`config.mk`:
```
export PLATFORM = sky130hd
export DESIGN_NAME = ctx_bank_unit
export DESIGN_NICKNAME = d
export VERILOG_FILES = /design/src/rtl/ctxu_pkg.sv /design/src/rtl/ctxu_stack.sv /design/src/rtl/ctxu_seq.sv /design/src/rtl/ctxu_gpr_port.sv /design/src/rtl/ctx_bank_unit.sv
export SDC_FILE = /design/constraint.sdc
export NUM_CORES = 1
export LEC_CHECK = 0
export ABC_AREA = 1
export BUFFER_PORTS_ARGS = -buffer_cell sky130_fd_sc_hd__clkbuf_2
export CAP_MARGIN = 15
export CORE_MARGIN = 3
export CORE_UTILIZATION = 55
export CTS_CLUSTER_DIAMETER = 150
export DETAILED_ROUTE_END_ITERATION = 8
export PLACE_DENSITY_LB_ADDON = 0.08
export SYNTH_ARGS = -nofsm -noshare
export SYNTH_HDL_FRONTEND = slang
export SYNTH_SLANG_ARGS = --single-unit
```
`constraint.sdc`:
```
create_clock -name clk -period 7.6 [get_ports clk]
set_clock_uncertainty 0.15 [all_clocks]
set_input_delay 0.76 -clock clk [delete_from_list [all_inputs] [get_ports clk]]
set_output_delay 0.76 -clock clk [all_outputs]
set_load 0.02 [all_outputs]
```
`src/rtl/ctxu_pkg.sv`:
```
package ctxu_pkg;

    typedef enum logic [2:0] {
        OP_NONE   = 3'd0,
        OP_SWITCH = 3'd1,
        OP_ENTRY  = 3'd2,
        OP_POPCP  = 3'd3,
        OP_RETI   = 3'd4
    } ctx_op_e;

    typedef enum logic [1:0] {
        W_PSW = 2'd0,
        W_SEG = 2'd1,
        W_IP  = 2'd2
    } word_kind_e;

    typedef enum logic [1:0] {
        PH_IDLE = 2'd0,
        PH_PUSH = 2'd1,
        PH_POP  = 2'd2
    } phase_e;

    // number of status words moved for one entry or return
    function automatic logic [1:0] status_words(input logic skip_seg);
        return skip_seg ? 2'd2 : 2'd3;
    endfunction

endpackage

```
`src/rtl/ctxu_stack.sv`:
```
module ctxu_stack #(
    parameter int          DW       = 16,
    parameter int          DEPTH    = 16,
    parameter logic [15:0] SP_RESET = 16'h0200
) (
    input  logic          clk,
    input  logic          rst_n,
    input  logic          chk_push,
    input  logic          chk_pop,
    input  logic [1:0]    chk_n,
    input  logic          push_en,
    input  logic          pop_en,
    input  logic [DW-1:0] wdata,
    input  logic [DW-1:0] ovf_lim,
    input  logic [DW-1:0] unf_lim,
    output logic [DW-1:0] sp_o,
    output logic [DW-1:0] top_o,
    output logic          push_ok,
    output logic          pop_ok,
    output logic          ovf_o,
    output logic          unf_o
);
    localparam int IDX_W = (DEPTH > 1) ? $clog2(DEPTH) : 1;

    typedef struct packed {
        logic [DW-1:0] sp;
        logic          ovf;
        logic          unf;
    } stk_state_t;

    stk_state_t    s_d, s_q;
    logic [DW-1:0] mem_q [DEPTH];
    logic [DW:0]   span, below, above;
    logic [DW-1:0] sp_dec, sp_inc;
    logic [IDX_W-1:0] wr_idx, rd_idx;

    always_comb begin
        span    = {{(DW-2){1'b0}}, chk_n, 1'b0};
        below   = {1'b0, s_q.sp} - span;
        above   = {1'b0, s_q.sp} + span;
        push_ok = !below[DW] && (below[DW-1:0] >= ovf_lim);
        pop_ok  = (above <= {1'b0, unf_lim});
        sp_dec  = s_q.sp - DW'(2);
        sp_inc  = s_q.sp + DW'(2);
        wr_idx  = sp_dec[IDX_W:1];
        rd_idx  = s_q.sp[IDX_W:1];
        top_o   = mem_q[rd_idx];

        s_d     = s_q;
        s_d.ovf = chk_push && !push_ok;
        s_d.unf = chk_pop && !pop_ok;
        if (push_en)     s_d.sp = sp_dec;
        else if (pop_en) s_d.sp = sp_inc;
    end

    always_ff @(posedge clk or negedge rst_n) begin
        if (!rst_n) begin
            s_q.sp  <= SP_RESET[DW-1:0];
            s_q.ovf <= 1'b0;
            s_q.unf <= 1'b0;
        end else begin
            s_q <= s_d;
        end
    end

    always_ff @(posedge clk) begin
        if (push_en) mem_q[wr_idx] <= wdata;
    end

    assign sp_o  = s_q.sp;
    assign ovf_o = s_q.ovf;
    assign unf_o = s_q.unf;

    a_r5_push_step: assert property (@(posedge clk) disable iff (!rst_n)
        push_en |=> sp_o == $past(sp_o) - DW'(2));
    a_r7_pop_step: assert property (@(posedge clk) disable iff (!rst_n)
        pop_en |=> sp_o == $past(sp_o) + DW'(2));
    a_r8_refused_push: assert property (@(posedge clk) disable iff (!rst_n)
        (chk_push && !push_ok) |=> (ovf_o && $stable(sp_o)));
    a_r9_refused_pop: assert property (@(posedge clk) disable iff (!rst_n)
        (chk_pop && !pop_ok) |=> (unf_o && $stable(sp_o)));

endmodule

```
`src/rtl/ctxu_seq.sv`:
```
module ctxu_seq
    import ctxu_pkg::*;
#(
    parameter int          DW       = 16,
    parameter logic [15:0] CP_RESET = 16'hFC00
) (
    input  logic          clk,
    input  logic          rst_n,
    input  logic          instr_valid,
    input  logic [2:0]    instr_op,
    input  logic [DW-1:0] instr_imm,
    input  logic          seg_dis,
    input  logic [DW-1:0] st_psw,
    input  logic [DW-1:0] st_seg,
    input  logic [DW-1:0] st_ip,
    input  logic [DW-1:0] top_data,
    input  logic          push_ok,
    input  logic          pop_ok,
    output logic          chk_push,
    output logic          chk_pop,
    output logic [1:0]    chk_n,
    output logic          push_en,
    output logic          pop_en,
    output logic [DW-1:0] push_data,
    output logic [DW-1:0] cp_o,
    output logic          busy_o,
    output logic          accept_o,
    output logic          sw_fire_o,
    output logic          ret_valid_o,
    output logic [DW-1:0] ret_psw_o,
    output logic [DW-1:0] ret_seg_o,
    output logic [DW-1:0] ret_ip_o
);
    typedef struct packed {
        phase_e        phase;
        word_kind_e    kind;
        logic [DW-1:0] cp;
        logic [DW-1:0] hold_seg;
        logic [DW-1:0] hold_ip;
        logic [DW-1:0] ret_psw;
        logic [DW-1:0] ret_seg;
        logic [DW-1:0] ret_ip;
        logic          ret_valid;
    } seq_state_t;

    seq_state_t s_d, s_q;
    ctx_op_e    op;

    always_comb begin
        op        = ctx_op_e'(instr_op);
        s_d       = s_q;
        s_d.ret_valid = 1'b0;
        chk_push  = 1'b0;
        chk_pop   = 1'b0;
        chk_n     = 2'd1;
        push_en   = 1'b0;
        pop_en    = 1'b0;
        push_data = s_q.cp;
        sw_fire_o = 1'b0;
        accept_o  = instr_valid && (s_q.phase == PH_IDLE);

        unique case (s_q.phase)
            PH_IDLE: begin
                if (accept_o) begin
                    unique case (op)
                        OP_SWITCH: begin
                            chk_push = 1'b1;
                            if (push_ok) begin
                                push_en   = 1'b1;
                                push_data = s_q.cp;
                                s_d.cp    = instr_imm;
                                sw_fire_o = 1'b1;
                            end
                        end
                        OP_ENTRY: begin
                            chk_push = 1'b1;
                            chk_n    = status_words(seg_dis);
                            if (push_ok) begin
                                push_en      = 1'b1;
                                push_data    = st_psw;
                                s_d.hold_seg = st_seg;
                                s_d.hold_ip  = st_ip;
                                s_d.kind     = seg_dis ? W_IP : W_SEG;
                                s_d.phase    = PH_PUSH;
                            end
                        end
                        OP_POPCP: begin
                            chk_pop = 1'b1;
                            if (pop_ok) begin
                                pop_en = 1'b1;
                                s_d.cp = top_data;
                            end
                        end
                        OP_RETI: begin
                            chk_pop = 1'b1;
                            chk_n   = status_words(seg_dis);
                            if (pop_ok) begin
                                pop_en     = 1'b1;
                                s_d.ret_ip = top_data;
                                s_d.kind   = seg_dis ? W_PSW : W_SEG;
                                s_d.phase  = PH_POP;
                            end
                        end
                        default: ;
                    endcase
                end
            end
            PH_PUSH: begin
                push_en = 1'b1;
                if (s_q.kind == W_SEG) begin
                    push_data = s_q.hold_seg;
                    s_d.kind  = W_IP;
                end else begin
                    push_data = s_q.hold_ip;
                    s_d.phase = PH_IDLE;
                end
            end
            PH_POP: begin
                pop_en = 1'b1;
                if (s_q.kind == W_SEG) begin
                    s_d.ret_seg = top_data;
                    s_d.kind    = W_PSW;
                end else begin
                    s_d.ret_psw   = top_data;
                    s_d.ret_valid = 1'b1;
                    s_d.phase     = PH_IDLE;
                end
            end
            default: s_d.phase = PH_IDLE;
        endcase
    end

    always_ff @(posedge clk or negedge rst_n) begin
        if (!rst_n) begin
            s_q.phase     <= PH_IDLE;
            s_q.kind      <= W_PSW;
            s_q.cp        <= CP_RESET[DW-1:0];
            s_q.hold_seg  <= '0;
            s_q.hold_ip   <= '0;
            s_q.ret_psw   <= '0;
            s_q.ret_seg   <= '0;
            s_q.ret_ip    <= '0;
            s_q.ret_valid <= 1'b0;
        end else begin
            s_q <= s_d;
        end
    end

    assign cp_o        = s_q.cp;
    assign busy_o      = (s_q.phase != PH_IDLE);
    assign ret_valid_o = s_q.ret_valid;
    assign ret_psw_o   = s_q.ret_psw;
    assign ret_seg_o   = s_q.ret_seg;
    assign ret_ip_o    = s_q.ret_ip;

    a_r3_switch_loads: assert property (@(posedge clk) disable iff (!rst_n)
        sw_fire_o |=> (cp_o == $past(instr_imm)) && !busy_o);
    a_r6_ret_pulse: assert property (@(posedge clk) disable iff (!rst_n)
        ret_valid_o |=> !ret_valid_o);
    a_r10_busy_holds_cp: assert property (@(posedge clk) disable iff (!rst_n)
        busy_o |=> $stable(cp_o));

endmodule

```
`src/rtl/ctxu_gpr_port.sv`:
```
module ctxu_gpr_port #(
    parameter int DW   = 16,
    parameter int RN_W = 4
) (
    input  logic            clk,
    input  logic            rst_n,
    input  logic            accept,
    input  logic            sw_fire,
    input  logic            gpr_use,
    input  logic [RN_W-1:0] gpr_num,
    input  logic [DW-1:0]   cp,
    output logic [DW-1:0]   gpr_addr,
    output logic            hazard
);
    typedef struct packed {
        logic last_sw;
    } port_state_t;

    port_state_t s_d, s_q;

    always_comb begin
        s_d      = s_q;
        gpr_addr = cp + {{(DW-RN_W-1){1'b0}}, gpr_num, 1'b0};
        hazard   = accept && gpr_use && s_q.last_sw;
        if (accept) s_d.last_sw = sw_fire;
    end

    always_ff @(posedge clk or negedge rst_n) begin
        if (!rst_n) s_q.last_sw <= 1'b0;
        else        s_q <= s_d;
    end

    a_r4_hazard_after_switch: assert property (@(posedge clk) disable iff (!rst_n)
        (sw_fire ##1 (accept && gpr_use)) |-> hazard);
    a_r4_no_hazard_idle: assert property (@(posedge clk) disable iff (!rst_n)
        !accept |-> !hazard);

endmodule

```
`src/rtl/ctx_bank_unit.sv`:
```
module ctx_bank_unit #(
    parameter int          DW        = 16,
    parameter int          RN_W      = 4,
    parameter int          STK_DEPTH = 16,
    parameter logic [15:0] CP_RESET  = 16'hFC00,
    parameter logic [15:0] SP_RESET  = 16'h0200
) (
    input  logic            clk,
    input  logic            rst_n,
    input  logic            instr_valid,
    input  logic [2:0]      instr_op,
    input  logic [DW-1:0]   instr_imm,
    input  logic            gpr_use,
    input  logic [RN_W-1:0] gpr_num,
    input  logic            seg_dis,
    input  logic [DW-1:0]   st_psw,
    input  logic [DW-1:0]   st_seg,
    input  logic [DW-1:0]   st_ip,
    input  logic [DW-1:0]   ovf_lim,
    input  logic [DW-1:0]   unf_lim,
    output logic            busy,
    output logic [DW-1:0]   cp,
    output logic [DW-1:0]   sp,
    output logic [DW-1:0]   gpr_addr,
    output logic            gpr_hazard,
    output logic            ret_valid,
    output logic [DW-1:0]   ret_psw,
    output logic [DW-1:0]   ret_seg,
    output logic [DW-1:0]   ret_ip,
    output logic            stk_ovf,
    output logic            stk_unf
);
    logic          chk_push, chk_pop, push_en, pop_en, push_ok, pop_ok;
    logic          accept, sw_fire;
    logic [1:0]    chk_n;
    logic [DW-1:0] push_data, top_data;

    ctxu_seq #(.DW(DW), .CP_RESET(CP_RESET)) u_seq (
        .clk(clk), .rst_n(rst_n),
        .instr_valid(instr_valid), .instr_op(instr_op), .instr_imm(instr_imm),
        .seg_dis(seg_dis), .st_psw(st_psw), .st_seg(st_seg), .st_ip(st_ip),
        .top_data(top_data), .push_ok(push_ok), .pop_ok(pop_ok),
        .chk_push(chk_push), .chk_pop(chk_pop), .chk_n(chk_n),
        .push_en(push_en), .pop_en(pop_en), .push_data(push_data),
        .cp_o(cp), .busy_o(busy), .accept_o(accept), .sw_fire_o(sw_fire),
        .ret_valid_o(ret_valid), .ret_psw_o(ret_psw), .ret_seg_o(ret_seg),
        .ret_ip_o(ret_ip)
    );

    ctxu_stack #(.DW(DW), .DEPTH(STK_DEPTH), .SP_RESET(SP_RESET)) u_stack (
        .clk(clk), .rst_n(rst_n),
        .chk_push(chk_push), .chk_pop(chk_pop), .chk_n(chk_n),
        .push_en(push_en), .pop_en(pop_en), .wdata(push_data),
        .ovf_lim(ovf_lim), .unf_lim(unf_lim),
        .sp_o(sp), .top_o(top_data), .push_ok(push_ok), .pop_ok(pop_ok),
        .ovf_o(stk_ovf), .unf_o(stk_unf)
    );

    ctxu_gpr_port #(.DW(DW), .RN_W(RN_W)) u_gpr (
        .clk(clk), .rst_n(rst_n), .accept(accept), .sw_fire(sw_fire),
        .gpr_use(gpr_use), .gpr_num(gpr_num), .cp(cp),
        .gpr_addr(gpr_addr), .hazard(gpr_hazard)
    );

    a_r1_sp_even: assert property (@(posedge clk) disable iff (!rst_n)
        sp[0] == SP_RESET[0]);

endmodule

```
==> results of run 1 <==
cell families after synthesis:
family,Yosys count
AO/OA/AOI/OAI,277
flip-flops,375
buffers and inverters,344
other,1
AND/OR/NAND/NOR,909
adder cells (fa/ha/maj),52
XOR/XNOR,65
multiplexers,16
routing by layer:
metal / share of wire, % / wire length (um) / vias to the layer above / track usage [%]
li1: - / - / 6898 / -
met3: 9.6 / 5168 / 92 / 5.232
met1: 44 / 23690 / 7073 / 42.77
met2: 44 / 23800 / 702 / 44.12
met5: 0 / 0 / - / 0
met4: 2.4 / 1287 / 0 / 8.350
area by class of cell:
type	instances	share of cell area, %
inverter	187	3.313
tap	448	2.636
clock buffer	50	5.178
timing repair buffer	239	6.131
clock inverter	21	0.8178
sequential	375	50.22
multi-input combinational	1320	31.71
power groups by stage:
stage / Clock [uW] / Sequential, uW / Combinational [uW]
final: 1910 / 3340 / 3980
after detailed placement: 0 / 3360 / 3940
after global routing: 2020 / 3380 / 4400
after floorplan: 0 / 3190 / 2880
after global placement: 0 / 3360 / 3880
after CTS: 1930 / 3330 / 3950
state kept, by name (all words and copies together) (netlist names):
signal             flops
u_seq.s_q             36
u_stack.ovf_o          1
u_stack.mem_q        256
u_stack.sp_o          15
u_seq.ret_seg_o       16
u_seq.ret_valid_o      1
u_seq.cp_o            16
u_stack.unf_o          1
u_seq.ret_psw_o       16
u_gpr.s_q              1
u_seq.ret_ip_o        16
through the flow:
stage	utilization, %	setup WS [ns]
floorplan	-	2.517
global placement	59.03	1.461
detailed placement	59.03	1.329
CTS	62.79	1.509
global route	62.79	0.9352
finish	62.79	1.519
placed cells by master, fill, tap and decap left out, types with 62 or more instances in the layout:
cell type  netlist  final
nand2_1        516    516
clkbuf_2         2    206
o22ai_1         64     64
dfrtp_1        112    110
o21ai_0        148    148
xor2_1          62     62
inv_1          158    158
edfxtp_1       256    256
nand3_1         71     71
nor2_1         254    251
path summary, 6_finish.rpt:
kind	endpoint	slack [ns]	cells after the start
setup / recovery	u_stack.mem_q[1][2]$_DFFE_PP_	1.52	25
max in group asynchronous	u_seq.ret_psw_o[10]$_DFFE_PN0P_	5.71	2
min in group clk	u_seq.s_q[51]$_DFFE_PN0P_	0.26	3
setup reg to reg	u_stack.mem_q[1][2]$_DFFE_PP_	1.52	25
hold / removal	u_stack.sp_o[10]$_DFFE_PN0P_	0.16	1
hold reg to reg	u_seq.s_q[60]$_DFFE_PN0P_	0.31	2
==> summary.md, run 1 <==
| Metric | Value |
|---|---|
| Status | `finished, final reports clean` |
| Max Buffers Root-to-Sink | `3` |
| Number of global-route vias before repair | `roughly 14,000` |
| Post-synthesis async set-or-reset flop share | `between 30% and 40%` |
| Detail Route Antenna Nets | `0` |
| Launch point of the worst reg-to-reg path | `u_seq.s_q[99]$_DFFE_PN0P_` |
| Post-synth top cells | `516 x nand2_1, 256 x edfxtp_1, 254 x nor2_1, 158 x inv_1, 148 x o21ai_0` |
| Clock sink total | `approximately 380` |
| Routed WL | `53,940 um` |
| Starting Density | `a little under three fifths` |
| RSZ-0062 raised after global routing | `false` |
| Sequential area share after synthesis | `around 56%` |
| Wire per inst | `20.43 um` |
| Mapped cell area | `approximately 19,000 sq um` |
| Post-CTS resize count | `0` |
| Syn_area_per_cell | `between 9 and 10 sq um` |
| Die area | `37,030 sq um` |
| Synth Area in XOR/XNOR | `a little under 3%` |
| Largest cells by area after synthesis | `edfxtp_1 40%, dfrtp_1 15%, nand2_1 10%` |
| Grt total ovfl | `0` |
| Net Switching | `just over 4000 uW` |
| Tmin final | `6.081 ns` |
| Synth top area share | `around two fifths` |
| Crit-path max FO | `30` |
| Max_cap viols | `0` |
| #FFs+latches synth | `roughly 380` |
| H-tree levels | `2` |
| Largest net degree at the start of global routing | `roughly 110` |
| Final hold viol count | `0` |
| CP top delay family | `simple AND/OR/NAND/NOR gates` |
| DR pass1 iterations | `6` |
| Clock power frac | `around a fifth` |
| Most frequent cell after synthesis | `nand2_1` |
| Gpl congestion | `approximately 0.97` |
| Sw Share | `between 40 and 50%` |
| Filler cell count | `2,922` |
| CP required | `between 7 and 8 ns` |
| Number of port buffers | `207` |
| Remaining DRCs | `0` |
| Overall die width | `around 190 um` |
| Die H | `192.4 um` |
| Multi-input gate area | `6743 sq um` |
| Final net count | `2,323` |
| Placed cells | `between 2,000 and 3,000` |
| Vias | `about 15,000` |
| Lkg Pwr | `between 0.009 and 0.01 uW` |
| Inserted Clock Buffers | `40` |
| CP Launch Type | `register` |
| Comb pwr share | `43.2%` |
| Distinct cells, synth | `44` |
| Worst skew pair latency | `about 0.55 ns` |
| Iteration-0 DRC Markers | `approximately 1,600` |
| Slowest CP cell | `nor2_1` |
| Top_reg_cell synth | `edfxtp_1` |
| Largest family of logic cells by synthesized area | `simple AND/OR/NAND/NOR gates` |
| Yosys warns | `0` |
| Fin crit share | `between 80% and 90%` |
| First-pass GRT wire length | `roughly 80,000 um` |
| Placed cell area | `about 20,000 sq um` |
| Hold crit path type | `input pin to asynchronous set/reset pin` |
| CP Buf/Inv Count | `5` |
| Adder-Cell Fraction of Synth Area | `approximately 3.5%` |
| Sequential share of power | `36.2%` |
| Crit path kind | `register to register` |
| Initial antenna violation count | `0` |
| Setup TNS | `0 ns` |
| Hold Slack | `roughly 0.16 ns` |
| Syn Inst Count | `about 2,000` |
| CTS clock-pin slew for the worst setup and hold paths | `roughly 0.060 ns` |
| Post-DP HPWL | `between 30,000 and 40,000 um` |
| Slew Limit Headroom | `between 30% and 40%` |
| Mux contribution to synthesized area | `less than 1%` |
| Internal power | `approximately 5000 uW` |
| Synth-to-layout area growth | `11.25%` |
| CP Launch Point | `u_seq.s_q[99]$_DFFE_PN0P_` |
| Mapped Nets | `between 2,000 and 2,500` |
| Inserted Diodes | `0` |
| Slew @ Worst Pin | `~1.0 ns` |
| Core ar. | `about 34,000 sq um` |
| Layout cell share with drive strength beyond 1 | `~18%` |
| FMAX | `164.5 MHz` |
| Synth area leader | `edfxtp_1` |
| Crit. End Element | `register` |
| Maximum VDD drop | `roughly 0.27 mV` |
| Buffer count from post-CTS setup fixing | `0` |
| Synth Area in Simple Gates | `19.67%` |
| Number of I/O pins | `between 200 and 250` |
| Final instance area | `about 21,000 sq um` |
| EDFF count, synth | `roughly 260` |
| Routed vias/inst | `roughly 5.6` |
| Std cell rows | `67` |
| Number of setup violations in the final report | `0` |
| Largest stage delay on the critical path | `0.52 ns` |
| Slew Limit Fails | `0` |
| Fin cells | `2,640` |
| Critical Path Most Common Cell | `nand2_1` |
| Post-CTS Hold Fix Bufs | `0` |
| Crit path DAT | `6.16 ns` |
| Power, Total | `around 9000 uW` |
| CTS tree | `done` |
| Compound-cell area share of the yosys netlist | `between 8 and 9%` |
| Sequential cell area | `between 10,000 and 15,000 sq um` |
| CTS Root Cell | `clkbuf_16` |
| PD cells | `around 430 nW/um^2` |
| GRT Util Overall | `28.95%` |
(Power assumes the default switching activity.)
==> run 2, diff against run 1 <==
--- a/config.mk
+++ b/config.mk
@@ -9,7 +9,7 @@
 export BUFFER_PORTS_ARGS = -buffer_cell sky130_fd_sc_hd__clkbuf_2
 export CAP_MARGIN = 15
 export CORE_MARGIN = 3
-export CORE_UTILIZATION = 55
+export CORE_UTILIZATION = 54
 export CTS_CLUSTER_DIAMETER = 150
 export DETAILED_ROUTE_END_ITERATION = 8
 export PLACE_DENSITY_LB_ADDON = 0.08
==> constraint.sdc (replaced) <==
create_clock -name clk -period 5.1 [get_ports clk]
set_clock_uncertainty 0.15 [all_clocks]
set_input_delay 0.51 -clock clk [delete_from_list [all_inputs] [get_ports clk]]
set_output_delay 0.51 -clock clk [all_outputs]
set_load 0.02 [all_outputs]
==> run 2 against run 1 <==
  * Count of clock-buffer cells in the layout is 10 higher
  * Cell area is 1.3% higher
  * Wire length is 2.6% higher
  * Combinational power is 52% higher
  * Critical endpoint is now u_stack.mem_q[2][6]$_DFFE_PP_
  * Global-route usage is 0.19 points lower
  * Via count is 1.4% higher
  * Flip-flop and latch count stayed put
  * Non-clock buffer count is 18 higher
  * Utilization is 0.72 points lower
  * Critical path type unchanged
  * Sequential power is 46% higher
==> summary.md, run 2 (synthesis results as in run 1) <==
| Metric | Value |
|---|---|
| Status | `finished, final reports clean` |
| Remaining DRCs | `0` |
| First-pass GRT wire length | `~84,000 um` |
| Max_cap viols | `0` |
| Hold crit path type | `input pin to register` |
| Power, Total | `~14,000 uW` |
| Layout Utilization | `around 62%` |
| Number of setup violations in the final report | `0` |
| Vias | `~15,000` |
| Detail Route Antenna Nets | `0` |
| Slew Limit Headroom | `between 20% and 30%` |
| CTS clock-pin slew for the worst setup and hold paths | `approximately 0.06 ns` |
| Post-DP HPWL | `about 37,000 um` |
| Crit path kind | `register to register` |
| Die H | `194.1 um` |
| Die area | `between 30,000 and 40,000 sq um` |
| FMAX | `209.5 MHz` |
| Crit. End Element | `register` |
| Wire per inst | `roughly 21 um` |
| Gpl congestion | `0.9128` |
| H-tree levels | `2` |
| Fin cells | `between 2,000 and 3,000` |
| Crit path DAT | `4.85 ns` |
| Layout cell share with drive strength beyond 1 | `about a fifth` |
| Placed cells | `about 2,600` |
| Std cell rows | `about 70` |
| Routed vias/inst | `about 5.6` |
| Worst skew pair latency | `0.54 ns` |
| Tmin final | `4.774 ns` |
| PD cells | `643.0 nW/um^2` |
| Crit-path max FO | `16` |
| Met1 WL | `about 24,000 um` |
| CTS tree | `done` |
| Top Metal Used | `met4` |
| Slew Limit Fails | `0` |
| Routed WL | `between 50,000 and 60,000 um` |
| Maximum VDD drop | `roughly 0.36 mV` |
| Sequential cell area | `between 10,000 and 15,000 sq um` |
| Max reg flops | `approximately 260` |
| GRT Util Overall | `approximately 29%` |
| Biggest regs | `u_stack.mem_q x256, u_seq.s_q x36` |
| Critical Path Most Common Cell | `nand2_1` |
| Number of I/O pins | `~210` |
| Iteration-0 DRC Markers | `1,494` |
| Most common cell after layout, fill and taps aside | `nand2_1` |
| Multi-input gate area | `6788 sq um` |
| Buffer count from post-CTS setup fixing | `0` |
| Met2 WL post-DR | `~26,000 um` |
| Slew @ Worst Pin | `1.113 ns` |
| CP Launch Type | `register` |
| Max Buffers Root-to-Sink | `3` |
| Core ar. | `about 35,000 sq um` |
| Starting Density | `a little under three fifths` |
| Initial antenna violation count | `2` |
| Grt total ovfl | `0` |
| Fin crit share | `roughly 94%` |
| Inserted Clock Buffers | `40` |
| Lkg Pwr | `a little under 0.01 uW` |
| DR pass1 iterations | `5` |
| Met3 WL | `4324 um` |
| Most frequent cells in the layout | `501 x nand2_1, 256 x edfxtp_1, 250 x nor2_1` |
| Final hold viol count | `0` |
| Largest net degree at the start of global routing | `91` |
| Number of port buffers | `slightly above 200` |
| Largest stage delay on the critical path | `0.47 ns` |
| CTS Root Cell | `clkbuf_16` |
| Slowest CP cell | `fa_1` |
| Synth-to-layout area growth | `12.72%` |
| Overall die width | `around 190 um` |
| Final net count | `2,341` |
| Clock sink total | `around 380` |
| CP required | `roughly 5.2 ns` |
| RSZ-0062 raised after global routing | `false` |
| Filler cell count | `about 3,000` |
| Largest register by flop count | `u_stack.mem_q` |
| Number of global-route vias before repair | `14,150` |
-- run 2: final cells by class --
cell class                      instances  area share (%)
Clock buffer                           60           5.621
Timing Repair Buffer                  257           6.806
Sequential cell                       375           49.56
Multi-Input combinational cell       1320           31.50
Clock inverter                         13          0.5749
Antenna cell                            2         0.02323
Tap cell                              455           2.642
Inverter                              187           3.269
-- run 2: worst paths after layout --
path                                      startpoint                       endpoint  slack [ns]  depth (start not counted)
min in group asynchronous                      rst_n   u_stack.sp_o[10]$_DFFE_PN0P_        0.41                          2
max in group asynchronous                      rst_n      u_seq.s_q[52]$_DFFE_PN0P_        3.27                          3
max reg2reg                u_seq.s_q[99]$_DFFE_PN0P_  u_stack.mem_q[2][6]$_DFFE_PP_        0.33                         26
min                                        st_seg[4]      u_seq.s_q[69]$_DFFE_PN0P_        0.02                          3
min reg2reg                u_seq.s_q[55]$_DFFE_PN0P_      u_seq.s_q[55]$_DFFE_PN0P_        0.31                          2
max                        u_seq.s_q[99]$_DFFE_PN0P_  u_stack.mem_q[2][6]$_DFFE_PP_        0.33                         26
-- run 2: metal layers --
metal,GRT usage [%],vias up
li1,-,6943
met1,41.99,7260
met2,45.70,661
met3,3.562,109
met4,8.431,0
met5,0,-
-- run 2: worst max-delay path: cells and delay by family (launching register included) --
| family | cells | cell delay (ns) |
|---|---|---|
| buffers and inverters | 5 | 0.61 |
| DFF | 1 | 0.40 |
| xor gates and xnor gates | 1 | 0.16 |
| and+or+nand+nor | 16 | 1.99 |
| adders and majority gates | 4 | 1.13 |
-- run 2: metrics by stage --
step,setup TNS (ns),cell area [sq um],setup slack (ns),hold slack (ns)
after CTS,0,21500,0.04658,0.01030
after floorplan,0,19110,0.01718,0.06441
final,0,21550,0.3260,0.02060
after global routing,0,21550,0.0008877,0.01913
after detailed placement,-0.6794,20150,-0.02065,0.3040
after global placement,0,20150,0.1852,0.2992
-- run 2: timing repair --
item / 4_1_cts / 5_1_grt
endpoints found under the setup margin: 0 / 404
resized for setup: 0 / 17
hold endpoints to repair: 38 / 0
hold buffers: 1 / 0
-- run 2: where the power goes --
part	internal [uW]	total [uW]	switching, uW	leakage, uW
combinational	1680	6060	4380	0.00527
clock	1750	2920	1180	0.000652
sequential	4390	4870	476	0.00386
==> run 3, diff against run 2 <==
--- a/config.mk
+++ b/config.mk
@@ -8,8 +8,10 @@
 export ABC_AREA = 1
 export BUFFER_PORTS_ARGS = -buffer_cell sky130_fd_sc_hd__clkbuf_2
 export CAP_MARGIN = 15
+export CELL_PAD_IN_SITES_DETAIL_PLACEMENT = 1
+export CELL_PAD_IN_SITES_GLOBAL_PLACEMENT = 2
 export CORE_MARGIN = 3
-export CORE_UTILIZATION = 54
+export CORE_UTILIZATION = 34
 export CTS_CLUSTER_DIAMETER = 150
 export DETAILED_ROUTE_END_ITERATION = 8
 export PLACE_DENSITY_LB_ADDON = 0.08
==> run 3 against run 2 <==
  * Global-route usage fell by 6.4 points
  * Worst hold slack gained 0.010 ns
  * Cell area up 4.6%
  * Non-clock buffer count grew 37
  * Largest cell class unchanged
  * Sequential share of layout area fell by 2.2 points
  * Flip-flop and latch count is the same
  * Combinational power up 7.6%
  * Via count decreased by 0.63%
  * First-iteration DRC count is 45% lower
==> summary.md, run 3 (synthesis results as in run 1) <==
| Metric | Value |
|---|---|
| RSZ-0062 raised after global routing | `false` |
| Setup WS pre-CTS | `-0.2782 ns` |
| Worst setup margin | `between 0.3 and 0.4 ns` |
| Hold crit path type | `input pin to register` |
| Largest register by flop count | `u_stack.mem_q` |
| Launch point of the worst reg-to-reg path | `u_seq.s_q[99]$_DFFE_PN0P_` |
| Power, Total | `around 15,000 uW` |
| CP Launch Type | `register` |
| Number of setup violations in the final report | `0` |
| Comb pwr share | `approximately 45%` |
| Worst skew pair latency | `about 0.59 ns` |
| Hold Path End | `u_seq.s_q[50]$_DFFE_PN0P_` |
| Number of I/O pins | `209` |
| Die H | `about 240 um` |
| Hold path start | `st_ip[1]` |
| Inserted Diodes | `0` |
| Hold Crit Depth | `3` |
| RR Endpoint | `u_stack.mem_q[12][1]$_DFFE_PP_` |
| Internal power | `a little over 8000 uW` |
| Overall die width | `about 240 um` |
| Sw Share | `a little under half` |
| FMAX | `212.5 MHz` |
| Most frequent cells in the layout | `501 x nand2_1, 256 x edfxtp_1, 251 x nor2_1` |
| CTS Root Cell | `clkbuf_16` |
| Core ar. | `approximately 55,000 sq um` |
| Maximum VDD drop | `around 0.3 mV` |
| Placed cells | `~2,900` |
| Clock sink total | `roughly 380` |
| Biggest regs | `u_stack.mem_q x256, u_seq.s_q x36` |
| Layout cell share with drive strength beyond 1 | `between 10% and 20%` |
| Largest net degree at the start of global routing | `110` |
| Max Buffers Root-to-Sink | `3` |
| CP Launch Point | `u_seq.s_q[99]$_DFFE_PN0P_` |
| Final instance area | `about 23,000 sq um` |
| Initial antenna violation count | `0` |
| GRT Util Overall | `22.32%` |
| Tmin final | `approximately 4.7 ns` |
| Slew @ Worst Pin | `about 1.2 ns` |
| Number of port buffers | `207` |
| DR pass1 iterations | `5` |
| Max_cap viols | `0` |
| Final net count | `2,382` |
| CTS tree | `done` |
| Gpl congestion | `between 0.8 and 0.9` |
| Routed vias/inst | `between 4 and 5` |
| FF-to-FF path depth | `26` |
| Fin cells | `roughly 3,000` |
| Detail Route Antenna Nets | `0` |
| Iteration-0 DRC Markers | `about 830` |
| Starting Density | `between 30% and 40%` |
| Grt total ovfl | `0` |
| Slew Limit Headroom | `about a fifth` |
| R2r setup slk | `approximately 0.40 ns` |
| Status | `finished, final reports clean` |
| Net Switching | `6588 uW` |
| Wire per inst | `roughly 22 um` |
| Final hold viol count | `0` |
| Most common cell after layout, fill and taps aside | `nand2_1` |
| Post-DP HPWL | `47,030 um` |
| Std cell rows | `86` |
| Remaining DRCs | `0` |
| First-pass GRT wire length | `between 90,000 and 100,000 um` |
| Crit-path max FO | `24` |
| Slew Limit Fails | `0` |
| PD cells | `between 600 and 700 nW/um^2` |
| CTS clock-pin slew for the worst setup and hold paths | `0.06 ns` |
| Crit. End Element | `register` |
| Lkg Pwr | `between 0.01 and 0.015 uW` |
| Synth-to-layout area growth | `17.86%` |
| Clock power frac | `a little over a fifth` |
| Max reg flops | `256` |
| Placed cell area | `20,670 sq um` |
| Inserted Clock Buffers | `between 40 and 50` |
| Number of global-route vias before repair | `15,470` |
| H-tree levels | `2` |
| CP required | `between 5 and 6 ns` |
| Routed WL | `roughly 67,000 um` |
| Vias | `14,880` |
| Crit path kind | `register to register` |
| Die area | `roughly 59,000 sq um` |
| Sequential share of power | `between 30% and 40%` |
| Crit path DAT | `between 4 and 5 ns` |
| Fin crit share | `between 90 and 100%` |
-- run 3: cell count changes in the layout (fill, tap and decap cells not counted), sizes merged --
cell,change
dlygate4sd3,+31
inv,+3
clkinv,+3
clkbuf,+3
bufinv,+2
diode,-2
clkinvlp,-1
buf,+5
-- run 3: through the flow --
step	util, %	setup TNS, ns	hold WS (ns)
3_5_place_dp	37.37	-45.45	0.3071
6_report	40.73	0	0.03074
4_1_cts	40.64	0	0.004901
5_1_grt	40.73	0	0.03904
2_1_floorplan	-	0	0.06441
3_3_place_gp	37.35	-1.244	0.3068
-- run 3: worst max path at each step --
stage | endpoint | slack, ns | cells past startpoint
2_1_floorplan | u_stack.mem_q[10][0]$_DFFE_PP_ | 0.02 | 26
3_3_place_gp | u_stack.mem_q[7][12]$_DFFE_PP_ | -0.04 | 28
3_5_place_dp | u_stack.mem_q[7][12]$_DFFE_PP_ | -0.28 | 28
4_1_cts | u_stack.mem_q[13][12]$_DFFE_PP_ | 0.02 | 25
5_1_grt | u_stack.mem_q[13][15]$_DFFE_PP_ | 0.0007 | 26
6_report | u_stack.mem_q[12][1]$_DFFE_PP_ | 0.40 | 26
-- run 3: what timing repair did --
action	in CTS	in global routing
gates resized for setup	15	5
setup endpoints to repair	244	532
hold buffers	32	0
buffers inserted	0	1
gates cloned	0	1
pin swaps	0	1
hold endpoints to repair	99	0
-- run 3: metal layers --
layer  wire, um  global-route usage (%)  vias up
met5          0                       0        -
met4       1214                   4.938        0
met3       2414                   2.894       68
met2      33170                   39.22      269
met1      30050                   29.41     7505
li1           -                       -     7037
-- run 3: power by group through the flow --
stage               Combinational, uW  Sequential (uW)  Clock, uW
finish                           6520             4910       3200
detailed placement               6550             5000          0
CTS                              6630             4930       3260
floorplan                        4290             4760          0
global route                     7240             4990       3400
global placement                 6450             4980          0
-- run 3: layout make-up --
cell class,instances,area (sq um)
clock buffer,62,1209
clock inverter,20,244.0
fill,6483,32780
inverter,187,706.9
multi-input combinational,1320,6795
sequential,375,10680
tap,748,935.9
timing repair buffer,294,1959
-- run 3: critical path, stage by stage, from the launching register on --
cell and delay, ns:
dfrtp_1 0.40, inv_1 0.08, ha_1 0.21, nand2_1 0.10
nor2_1 0.08, nor2_2 0.17, inv_1 0.11, nand2_1 0.12
ha_1 0.15, inv_1 0.07, fa_1 0.50, nor2_4 0.19
buf_4 0.13, nand2_1 0.06, xor2_1 0.17, ha_1 0.31
nand3_1 0.09, nor3_1 0.13, nand2_1 0.09, nand2_2 0.14
nand2_4 0.09, nor2_4 0.19, buf_12 0.20, nand2_1 0.07
nand3_1 0.08, nand2_1 0.09, buf_4 0.23
